[config.mk]
export PLATFORM = sky130hd
export DESIGN_NAME = hbp_hint_predictor
export DESIGN_NICKNAME = d
export VERILOG_FILES = /design/src/rtl/hbp_pkg.sv /design/src/rtl/hbp_hint_queue.sv /design/src/rtl/hbp_bimodal.sv /design/src/rtl/hbp_chooser.sv /design/src/rtl/hbp_hint_predictor.sv
export SDC_FILE = /design/constraint.sdc
export NUM_CORES = 2
export LEC_CHECK = 0
export ABC_CLOCK_PERIOD_IN_PS = 9450
export BUFFER_PORTS_ARGS = -buffer_cell sky130_fd_sc_hd__buf_2
export CAP_MARGIN = 30
export CORE_MARGIN = 5
export CORE_UTILIZATION = 60
export CTS_CLUSTER_SIZE = 16
export DETAILED_ROUTE_END_ITERATION = 7
export GPL_TIMING_DRIVEN = 0
export HOLD_SLACK_MARGIN = 0.15
export PLACE_DENSITY = 0.78
export SLEW_MARGIN = 20
export SYNTH_ARGS = -nofsm -noshare
export SYNTH_HDL_FRONTEND = slang
export SYNTH_SLANG_ARGS = --single-unit
[constraint.sdc]
create_clock -name clk -period 9.45 [get_ports clk]
set_input_delay 0.4725 -clock clk [delete_from_list [all_inputs] [get_ports clk]]
set_output_delay 0.4725 -clock clk [all_outputs]
set_load 0.1 [all_outputs]
[src/rtl/hbp_pkg.sv]
package hbp_pkg;
  localparam int XLEN  = 32;
  localparam int AGE_W = 16;

  typedef enum logic [1:0] {
    HK_COND = 2'd0,
    HK_JUMP = 2'd1,
    HK_CALL = 2'd2,
    HK_RET  = 2'd3
  } hint_kind_e;

  typedef struct packed {
    logic [XLEN-1:0]  pc;
    logic [XLEN-1:0]  target;
    logic [1:0]       kind;
    logic [AGE_W-1:0] age;
  } hint_t;
endpackage

[src/rtl/hbp_hint_queue.sv]
module hbp_hint_queue
  import hbp_pkg::*;
#(
  parameter int DEPTH  = 4,
  parameter int DROP_W = 8
) (
  input  logic                clk,
  input  logic                rst_n,
  input  logic                in_valid,
  input  hint_t               in_hint,
  input  logic                flush,
  input  logic                consume,
  input  logic [AGE_W-1:0]    commit_cnt,
  input  logic [AGE_W-1:0]    release_win,
  output hint_t               head,
  output logic                head_live,
  output logic [DROP_W-1:0]   drops
);
  localparam int PW = (DEPTH > 1) ? $clog2(DEPTH) : 1;
  localparam int CW = $clog2(DEPTH + 1);

  hint_t           mem_q [DEPTH];
  logic [PW-1:0]   rd_q, wr_q;
  logic [CW-1:0]   cnt_q;
  logic            full, head_valid, stale, released, accept, pop;

  assign full       = (cnt_q == CW'(DEPTH));
  assign head_valid = (cnt_q != '0);
  assign head       = mem_q[rd_q];
  assign stale      = head_valid && (head.age < commit_cnt);
  assign released   = {1'b0, head.age} <= ({1'b0, commit_cnt} + {1'b0, release_win});
  assign head_live  = head_valid && !stale && released;
  assign accept     = in_valid && !full && !flush;
  assign pop        = stale || (consume && head_live);

  always_ff @(posedge clk) begin
    if (accept) mem_q[wr_q] <= in_hint;
  end

  always_ff @(posedge clk) begin
    if (!rst_n || flush) begin
      rd_q  <= '0;
      wr_q  <= '0;
      cnt_q <= '0;
    end else begin
      if (accept) wr_q <= (wr_q == PW'(DEPTH - 1)) ? '0 : wr_q + 1'b1;
      if (pop)    rd_q <= (rd_q == PW'(DEPTH - 1)) ? '0 : rd_q + 1'b1;
      cnt_q <= cnt_q + CW'(accept) - CW'(pop);
    end
  end

  always_ff @(posedge clk) begin
    if (!rst_n) drops <= '0;
    else if (in_valid && full && !flush) drops <= drops + 1'b1;
  end

  p_no_overflow_r1: assert property (@(posedge clk) disable iff (!rst_n)
    cnt_q <= CW'(DEPTH));
  p_drop_step_r1: assert property (@(posedge clk) disable iff (!rst_n)
    (in_valid && full && !flush) |=> drops == $past(drops) + 1'b1);
  p_flush_empty_r8: assert property (@(posedge clk) disable iff (!rst_n)
    flush |=> cnt_q == '0);
  p_stale_leaves_r3: assert property (@(posedge clk) disable iff (!rst_n)
    (stale && !accept && !flush) |=> cnt_q == $past(cnt_q) - 1'b1);
endmodule

[src/rtl/hbp_bimodal.sv]
module hbp_bimodal
  import hbp_pkg::*;
#(
  parameter int IDX_W = 4
) (
  input  logic            clk,
  input  logic            rst_n,
  input  logic [XLEN-1:0] rd_pc,
  output logic [XLEN-1:0] rd_next,
  input  logic            upd_valid,
  input  logic [XLEN-1:0] upd_pc,
  input  logic [XLEN-1:0] upd_next,
  output logic [XLEN-1:0] upd_pred
);
  localparam int ENTRIES = 1 << IDX_W;

  logic [1:0]      cnt_q [ENTRIES];
  logic [XLEN-1:0] tgt_q [ENTRIES];
  logic [IDX_W-1:0] rd_idx, up_idx;
  logic             taken;

  assign rd_idx   = rd_pc[IDX_W+1:2];
  assign up_idx   = upd_pc[IDX_W+1:2];
  assign rd_next  = cnt_q[rd_idx][1] ? tgt_q[rd_idx] : rd_pc + 32'd4;
  assign upd_pred = cnt_q[up_idx][1] ? tgt_q[up_idx] : upd_pc + 32'd4;
  assign taken    = (upd_next != upd_pc + 32'd4);

  always_ff @(posedge clk) begin
    if (!rst_n) begin
      for (int i = 0; i < ENTRIES; i++) begin
        cnt_q[i] <= 2'd1;
        tgt_q[i] <= '0;
      end
    end else if (upd_valid) begin
      if (taken) begin
        tgt_q[up_idx] <= upd_next;
        if (cnt_q[up_idx] != 2'd3) cnt_q[up_idx] <= cnt_q[up_idx] + 2'd1;
      end else if (cnt_q[up_idx] != 2'd0) begin
        cnt_q[up_idx] <= cnt_q[up_idx] - 2'd1;
      end
    end
  end

  p_taken_learns_r5: assert property (@(posedge clk) disable iff (!rst_n)
    (upd_valid && taken) |=> tgt_q[$past(up_idx)] == $past(upd_next));
endmodule

[src/rtl/hbp_chooser.sv]
module hbp_chooser #(
  parameter int IDX_W = 4,
  parameter int MON_W = 4
) (
  input  logic             clk,
  input  logic             rst_n,
  input  logic [IDX_W-1:0] rd_idx,
  output logic             prefer_hint,
  input  logic             upd_valid,
  input  logic [IDX_W-1:0] upd_idx,
  input  logic             hint_ok,
  input  logic             nat_ok,
  input  logic [MON_W-1:0] mon_threshold,
  output logic             hints_enabled
);
  localparam int ENTRIES = 1 << IDX_W;
  localparam logic [MON_W-1:0] MON_MAX = '1;

  logic [1:0]       sel_q [ENTRIES];
  logic [MON_W-1:0] mon_q;
  logic             hint_only, nat_only;

  assign hint_only     = upd_valid && hint_ok && !nat_ok;
  assign nat_only      = upd_valid && nat_ok && !hint_ok;
  assign prefer_hint   = sel_q[rd_idx][1];
  assign hints_enabled = !(mon_q > mon_threshold);

  always_ff @(posedge clk) begin
    if (!rst_n) begin
      for (int i = 0; i < ENTRIES; i++) sel_q[i] <= 2'd2;
    end else if (hint_only && sel_q[upd_idx] != 2'd3) begin
      sel_q[upd_idx] <= sel_q[upd_idx] + 2'd1;
    end else if (nat_only && sel_q[upd_idx] != 2'd0) begin
      sel_q[upd_idx] <= sel_q[upd_idx] - 2'd1;
    end
  end

  always_ff @(posedge clk) begin
    if (!rst_n) mon_q <= '0;
    else if (nat_only && mon_q != MON_MAX) mon_q <= mon_q + 1'b1;
    else if (hint_only && mon_q != '0) mon_q <= mon_q - 1'b1;
  end

  p_mon_floor_r7: assert property (@(posedge clk) disable iff (!rst_n)
    (mon_q == '0 && !nat_only) |=> mon_q == '0);
  p_mon_step_r7: assert property (@(posedge clk) disable iff (!rst_n)
    !upd_valid |=> $stable(mon_q));
endmodule

[src/rtl/hbp_hint_predictor.sv]
module hbp_hint_predictor
  import hbp_pkg::*;
#(
  parameter int QDEPTH = 4,
  parameter int IDX_W  = 4,
  parameter int MON_W  = 4,
  parameter int DROP_W = 8
) (
  input  logic              clk,
  input  logic              rst_n,
  input  logic              hint_valid,
  output logic              hint_ready,
  input  logic [XLEN-1:0]   hint_pc,
  input  logic [XLEN-1:0]   hint_target,
  input  logic [1:0]        hint_type,
  input  logic [AGE_W-1:0]  hint_age,
  input  logic [AGE_W-1:0]  commit_cnt,
  input  logic [AGE_W-1:0]  release_win,
  input  logic [MON_W-1:0]  mon_threshold,
  input  logic              resync,
  input  logic [XLEN-1:0]   pred_pc,
  output logic [XLEN-1:0]   pred_next,
  output logic              pred_from_hint,
  input  logic              res_valid,
  input  logic [XLEN-1:0]   res_pc,
  input  logic [XLEN-1:0]   res_next,
  output logic              hints_enabled,
  output logic [DROP_W-1:0] hint_drops
);
  hint_t           in_h, head;
  logic            head_live, res_hit, prefer_hint, pred_match;
  logic [XLEN-1:0] nat_next, nat_at_res;

  assign hint_ready = 1'b1;
  assign in_h.pc     = hint_pc;
  assign in_h.target = hint_target;
  assign in_h.kind   = hint_type;
  assign in_h.age    = hint_age;

  hbp_hint_queue #(.DEPTH(QDEPTH), .DROP_W(DROP_W)) u_queue (
    .clk(clk), .rst_n(rst_n), .in_valid(hint_valid), .in_hint(in_h),
    .flush(resync), .consume(res_hit), .commit_cnt(commit_cnt),
    .release_win(release_win), .head(head), .head_live(head_live),
    .drops(hint_drops)
  );

  hbp_bimodal #(.IDX_W(IDX_W)) u_native (
    .clk(clk), .rst_n(rst_n), .rd_pc(pred_pc), .rd_next(nat_next),
    .upd_valid(res_valid), .upd_pc(res_pc), .upd_next(res_next),
    .upd_pred(nat_at_res)
  );

  assign res_hit = res_valid && head_live && (head.pc == res_pc);

  hbp_chooser #(.IDX_W(IDX_W), .MON_W(MON_W)) u_choose (
    .clk(clk), .rst_n(rst_n), .rd_idx(pred_pc[IDX_W+1:2]),
    .prefer_hint(prefer_hint), .upd_valid(res_hit),
    .upd_idx(res_pc[IDX_W+1:2]), .hint_ok(head.target == res_next),
    .nat_ok(nat_at_res == res_next), .mon_threshold(mon_threshold),
    .hints_enabled(hints_enabled)
  );

  assign pred_match     = head_live && (head.pc == pred_pc);
  assign pred_from_hint = hints_enabled && pred_match &&
                          ((head.kind != HK_COND) || prefer_hint);
  assign pred_next      = pred_from_hint ? head.target : nat_next;

  p_disabled_native_r7: assert property (@(posedge clk) disable iff (!rst_n)
    !hints_enabled |-> (!pred_from_hint && pred_next == nat_next));
  p_ready_high_r1: assert property (@(posedge clk) disable iff (!rst_n)
    hint_ready);
endmodule

Yosys cells after proc, flatten, opt, wreduce, memory -nomap -nowiden
Memory sizes are Yosys's and may differ from the RTL's. A register that Yosys moved wholly into a read port is not among the register bits.
Index checks and enable logic that the tools add are counted.
{"block": "word_totals", "word_cells": 123, "inputBits": 219, "mem_count": 4, "mem_bits_rw": 904, "reg_bits": 19}
{"name": "u_native.tgt_q", "depth": 16, "width": 32, "read_ports": 2, "rd_clocked_by_memory_dff": 0, "wr": 16, "line": "hbp_bimodal.sv:18", "rtl": "logic [XLEN-1:0] tgt_q [ENTRIES];"}
{"name": "u_queue.mem_q", "depth": 4, "width": 82, "read_ports": 1, "rd_clocked_by_memory_dff": 1, "wr": 1, "line": "hbp_hint_queue.sv:22", "rtl": "hint_t mem_q [DEPTH];"}
{"name": "u_choose.sel_q", "depth": 16, "width": 2, "read_ports": 2, "rd_clocked_by_memory_dff": 0, "wr": 16, "line": "hbp_chooser.sv:19", "rtl": "logic [1:0] sel_q [ENTRIES];"}
{"name": "u_native.cnt_q", "depth": 16, "width": 2, "read_ports": 2, "rd_clocked_by_memory_dff": 0, "wr": 16, "line": "hbp_bimodal.sv:17", "rtl": "logic [1:0] cnt_q [ENTRIES];"}
{"block": "classes", "reduce_logical": 40, "eq_ne": 11, "magnitude_cmp": 3, "addsub": 14, "bitwise_logic": 2, "mux": 44}
{"cell": "== test 32 bit", "count": 4}
{"cell": "two-way mux 32 bit", "count": 4}
{"cell": "adder 32 x 3 -> 32 bit (second input constant)", "count": 2}
{"cell": "inequality test 32 bit", "count": 1}
{"cell": "OR reduction 32 bit", "count": 1}
{"cell": "two-way mux 1 bit", "count": 27}
{"cell": "logical AND 1 bit", "count": 21}
{"cell": "two-way mux 4 bit", "count": 5}
{"cell": "adder 16 x 16 -> 17 bit", "count": 1}
{"cell": "<= comparator 16 x 17 -> 1 bit", "count": 1}
{"cell": "less-than comparator 16 bit", "count": 1}
{"cell": "two-way mux 2 bit", "count": 8}
{"cell": "adder 2 x 1 -> 2 bit (second input constant)", "count": 4}
{"cell": "adder 8 x 1 -> 8 bit (second input constant)", "count": 1}
{"cell": "nonzero test 2 bit", "count": 4}
{"cell": "logical NOT 1 bit", "count": 7}
{"cell": "adder 4 x 1 -> 4 bit (second input constant)", "count": 1}
{"cell": "== test 2 bit (second input constant)", "count": 2}
{"cell": "> comparator 4 bit", "count": 1}
{"cell": "inequality test 2 bit (second input constant)", "count": 2}
{"cell": "inequality test 4 bit (second input constant)", "count": 1}
{"cell": "nonzero test 4 bit", "count": 1}
{"cell": "OR reduction 2 bit", "count": 2}
{"cell": "subtractor 2 x 1 -> 2 bit (second input constant)", "count": 2}
{"cell": "other kinds (7)", "count": 10}

Logic depth before layout (Yosys ltp)
{"block": "depth", "ltp_word": 17, "depth_mapped": 30, "ltp_nobuf": 30}

Cells and area by module
Synthesis repeated with hierarchy kept, for this count alone.
{"block": "hier_totals", "cells_unflattened": 3420, "hier_area_um2": 49799.0}
{"module": "hbp_bimodal", "seq_area_each_um2": 16335.7, "area_per_inst_um2": 31554.0, "cells_each": 2292, "n_inst": 1}
{"module": "hbp_hint_queue", "seq_area_each_um2": 10189.8, "area_per_inst_um2": 14028.5, "cells_each": 705, "n_inst": 1}
{"module": "hbp_chooser", "seq_area_each_um2": 1041.0, "area_per_inst_um2": 2285.9, "cells_each": 199, "n_inst": 1}
{"module": "hbp_hint_predictor", "seq_area_each_um2": 0.0, "area_per_inst_um2": 1930.6, "cells_each": 224, "n_inst": 1}

Worst setup path after synthesis
OpenSTA, ideal clock, no wires.
{"block": "synth_path", "path_kind": "flip-flop to output port", "from": "register with a tool-made name", "to": "output port pred_next[0]", "stages_incl_launch_ff": 19, "n_path_buf": 6, "required_time_ps": 8977, "arrival_time_ps": 7483, "slack_ps": 1494, "cell_sequence": "dfxtp_1 -> buf_2 -> buf_1 -> buf_1 -> clkbuf_1 -> clkbuf_1 -> mux4_2 -> ha_1 -> a21o_1 -> a21o_1 -> a21o_1 -> a21oi_1 -> o221ai_1 -> nand4_1 -> a21oi_1 -> nor3_1 -> and4_1 -> clkbuf_1 -> o21ai_0"}
{"item": "end, declared", "line": "hbp_hint_predictor.sv:22", "rtl": "output logic [XLEN-1:0] pred_next,"}

==> reports/metrics.cfg <==
[worst_hold_path]
holdCritStartpoint=rst_n
hp-class=input pin to register
whs_endpoint=u_choose.mon_q[2]$_SDFFE_PN0P_
min_path_cells=3

[final_layout]
postLayoutCellArea_um2=56700
final_nets=3992
stdcell_count=4871
post-route-util=0.705
drive_above_1_share=0.256
area_growth_pct=16.5

[setup_path]
r2r_setup_slack_ns=2.25
crit_cells=20
reg2reg_depth=22
crit_chain=clkbuf_1 -> clkbuf_1 -> clkbuf_1 -> clkbuf_1 -> mux4_2 -> ha_1 -> a21o_1 -> a21o_1 -> a21o_1 -> a21oi_1 -> o221ai_1 -> nand4_1 -> a21oi_1 -> nor3_1 -> and4_1 -> buf_2 -> clkbuf_1 -> nand2_1 -> o21ai_0 -> buf_2
path_buf_inv=7
start_kind=register
crit_path_end_kind=output port
critPathTopFamily=buffers and inverters
critical_path_peak_fanout=10
worstSetupPathType=register to output port
regToRegEndpoint=u_choose.mon_q[3]$_SDFFE_PN0P_
slowest_delay_ns=0.77
critPathSlowestCell=nor3_1
cpMostUsedCell=clkbuf_1
arrival_ns=8.39
worstPathRequired_ns=8.98

[placement]
hpwl_mm=125
routabilityCongestion=1.02
placed_area_um2=52600
portBuffers=228
dp.cells=4576

[global_route]
antenna_found_initial=27
grt_max_degree=48
track_usage=0.402
grt.overflow.total=0
met1_usage=0.510
use_met3=0.182
grt_pass1_wl_mm=244
grt_busiest_layer=met2
met2_usage=0.579
grt_pass1_vias=33900

[detailed_routing]
ant_nets=0
via_per_inst=7.17
wl_mm=177
drc=0
vias=34900
wl_per_cell_um=36.4
first_pass_iters=7
drt-initial-drc-count=6334

[status]
status=completed

[timing]
skew_ns=0.0400
rsz0062_at_grt=false
fmax_mhz=113
hold_viol=0
tns_ns=0
drv_slew=0
finalCriticalPeriod_ns=8.86
slew_headroom=0.220
finalSetupViolCount=0
fin_crit_sh=0.938
worstMarginPinSlew_ns=1.17

[clock_tree]
cts_tree=yes
cts_num_sinks=925
worstSkewPairLatency_ns=0.69
clkSlewWorstSetupHoldPaths_ns=0.06
h-tree-depth=3
cts_buffers=97
root_buffer=clkbuf_16
cts_max_path_buffers=3

[die]
fp.coreArea_um2=80400
die_h_um=295
dieArea_um2=86900
row_count=104
ios=262
floorplan.initialDensity=0.605
die_x_um=295

[synthesis]
yosysTopAreaCell=edfxtp_1
yosys.area.top_type_share=0.558
synth_edf_count=904
synth_ff_type=edfxtp_1
syn_area_um2=48600
synthArstFlopShare=0
yosys_warnings=0
syn_avg_cell_area_um2=15.0
synth_fa_ha_area_frac=0.0182
synth_top_family_by_area=multiplexers
ys_ff_latch=925
synthesis.nets=3520
synth_mux_area_frac=0.197
synth-simple-area-share=0.114
synth.area.top_cells=edfxtp_1 56%, mux4_2 19%, and2_1 6.1%
synth_compound_area_frac=0.0348
ys_types=77
post_synth_xor_area_fraction=0.0404
netlist_instances=3232
yosysSeqAreaShare=0.567

[pwr]
irDropWorstVdd_mv=0.233
power_leakage_nw=19.3
p_per_area_nw_per_um2=182

[run]
maxCapViolations=0

==> where the power goes <==
group	leakage (nW)	internal, W	switching (W)
Clock	1.50	0.00213	0.00165
Sequential	8.63	0.00468	0.0000836
Combinational	9.15	0.000647	0.00113
==> routing by layer <==
layer | share of wire | wire length [µm] | vias to the layer above
li1 | - | - | 13500
met1 | 0.32 | 56300 | 17100
met2 | 0.43 | 76300 | 3465
met3 | 0.17 | 31000 | 838
met4 | 0.077 | 13700 | 10
met5 | 0.00040 | 71 | -
==> sequential cells by signal, indices dropped and copies added (netlist names), named ones only <==
| signal | count |
|---|---|
| u_queue.drops | 8 |
| u_queue.wr_q | 2 |
| u_choose.sel_q | 32 |
| u_queue.rd_q | 2 |
| u_native.cnt_q | 32 |
| u_choose.mon_q | 4 |
| u_native.tgt_q | 512 |
| u_queue.mem_q | 328 |
| u_queue.cnt_q | 3 |
==> area by class of cell <==
class                   count  area, µm²
flip-flops and latches    925      27600
fillers                  5126      23700
multi-input cells        1984      19900
repair buffers            375       3350
clock buffers             120       2540
well taps                1060       1330
plain buffers             273       1210
clock inverters            59        542
inverters                  48        180
diodes                     27       67.6
==> cell usage after synthesis, types with 10 or more instances <==
| master | n |
|---|---|
| nand3_2 | 11 |
| mux2i_1 | 28 |
| mux4_2 | 409 |
| mux2_2 | 10 |
| nor3_1 | 60 |
| a22oi_1 | 31 |
| edfxtp_1 | 904 |
| nand3_1 | 67 |
| o21ai_1 | 11 |
| o21ai_0 | 86 |
| buf_2 | 27 |
| buf_4 | 12 |
| nor4_1 | 16 |
| buf_1 | 40 |
| clkbuf_1 | 187 |
| nand2_1 | 111 |
| ha_1 | 66 |
| nand4_1 | 48 |
| a21o_1 | 21 |
| xor2_1 | 64 |
| dfxtp_1 | 21 |
| and4_1 | 10 |
| nor2_1 | 112 |
| a21oi_1 | 57 |
| inv_1 | 45 |
| and3_1 | 18 |
| xnor2_1 | 155 |
| and2_1 | 475 |
==> how the worst max path moves through the flow <==
stage	from	to	slack, ns
2_1_floorplan	register	pred_next[0]	1.49
3_3_place_gp	res_pc[3]	u_native.tgt_q[15][4]$_SDFFCE_PN0P_	-2.02
3_5_place_dp	register	pred_next[19]	0.50
4_1_cts	register	pred_next[19]	0.42
5_1_grt	register	pred_next[19]	0.37
6_report	register	pred_next[27]	0.59
==> timing repair <==
item                       4_1_cts  5_1_grt
hold endpoints to repair       328        0
gates resized for setup          2        0
setup endpoints to repair       11        8
hold buffers                    82        0
buffers inserted                 0        0
cloned                           0        0
==> cells by family after synthesis <==
kind of cell | Yosys count
AOI/OAI and AO/OA | 268
DFF | 925
other | 1
adders and majority gates | 69
and+or+nand+nor | 978
xor gates and xnor gates | 221
muxes | 447
buffers and inverters | 323
==> placed cells by master, fill, tap and decap left out, types with 11 or more instances in the layout <==
cell and n:
nor3_1 60, o21ai_0 70, and3_1 18, dfxtp_1 21, edfxtp_1 904, and2_1 471, nor2_1 112, nand3_1 67
nand4_1 48, nand2_1 111, mux2i_1 28, a21oi_1 57, ha_1 66, buf_4 13, clkinv_1 27, a22oi_1 31
dlygate4sd3_1 82, clkbuf_2 11, o21ai_4 16, nand3_2 11, xnor2_1 155, nor4_1 16, inv_1 45, clkinv_2 15
buf_16 38, clkbuf_16 98, buf_2 270, a21o_1 21, buf_6 24, buf_1 22, xor2_1 64, clkbuf_1 199
o21ai_1 11, diode_2 27, mux4_2 409
==> worst reg2reg max path, stage by stage, from the launching register on <==
cell      delay [ns]
dfxtp_1         0.31
clkbuf_1        0.61
clkbuf_1        0.67
clkbuf_1        0.65
clkbuf_1        0.57
mux4_2          0.45
ha_1            0.31
a21o_1          0.16
a21o_1          0.17
a21o_1          0.16
a21oi_1         0.17
o221ai_1        0.14
nand4_1         0.09
a21oi_1         0.17
nor3_1          0.78
nand4_1         0.33
ha_1            0.37
a21o_1          0.18
a21o_1          0.18
or3_1           0.30
mux2i_1         0.13
nand2_1         0.08
mux2i_1         0.11
==> through the flow <==
| stage | hold slack [ns] | worst slack (ns) | power [W] |
|---|---|---|---|
| after global routing | 0.227 | 0.368 | 0.0105 |
| after CTS | 0.190 | 0.424 | 0.0102 |
| after global placement | 0.490 | -2.02 | 0.00641 |
| after detailed placement | 0.507 | 0.501 | 0.00649 |
| final | 0.201 | 0.590 | 0.0103 |
| after floorplan | 0.475 | 1.49 | 0.00584 |
Power figures use the tool's default switching activity.
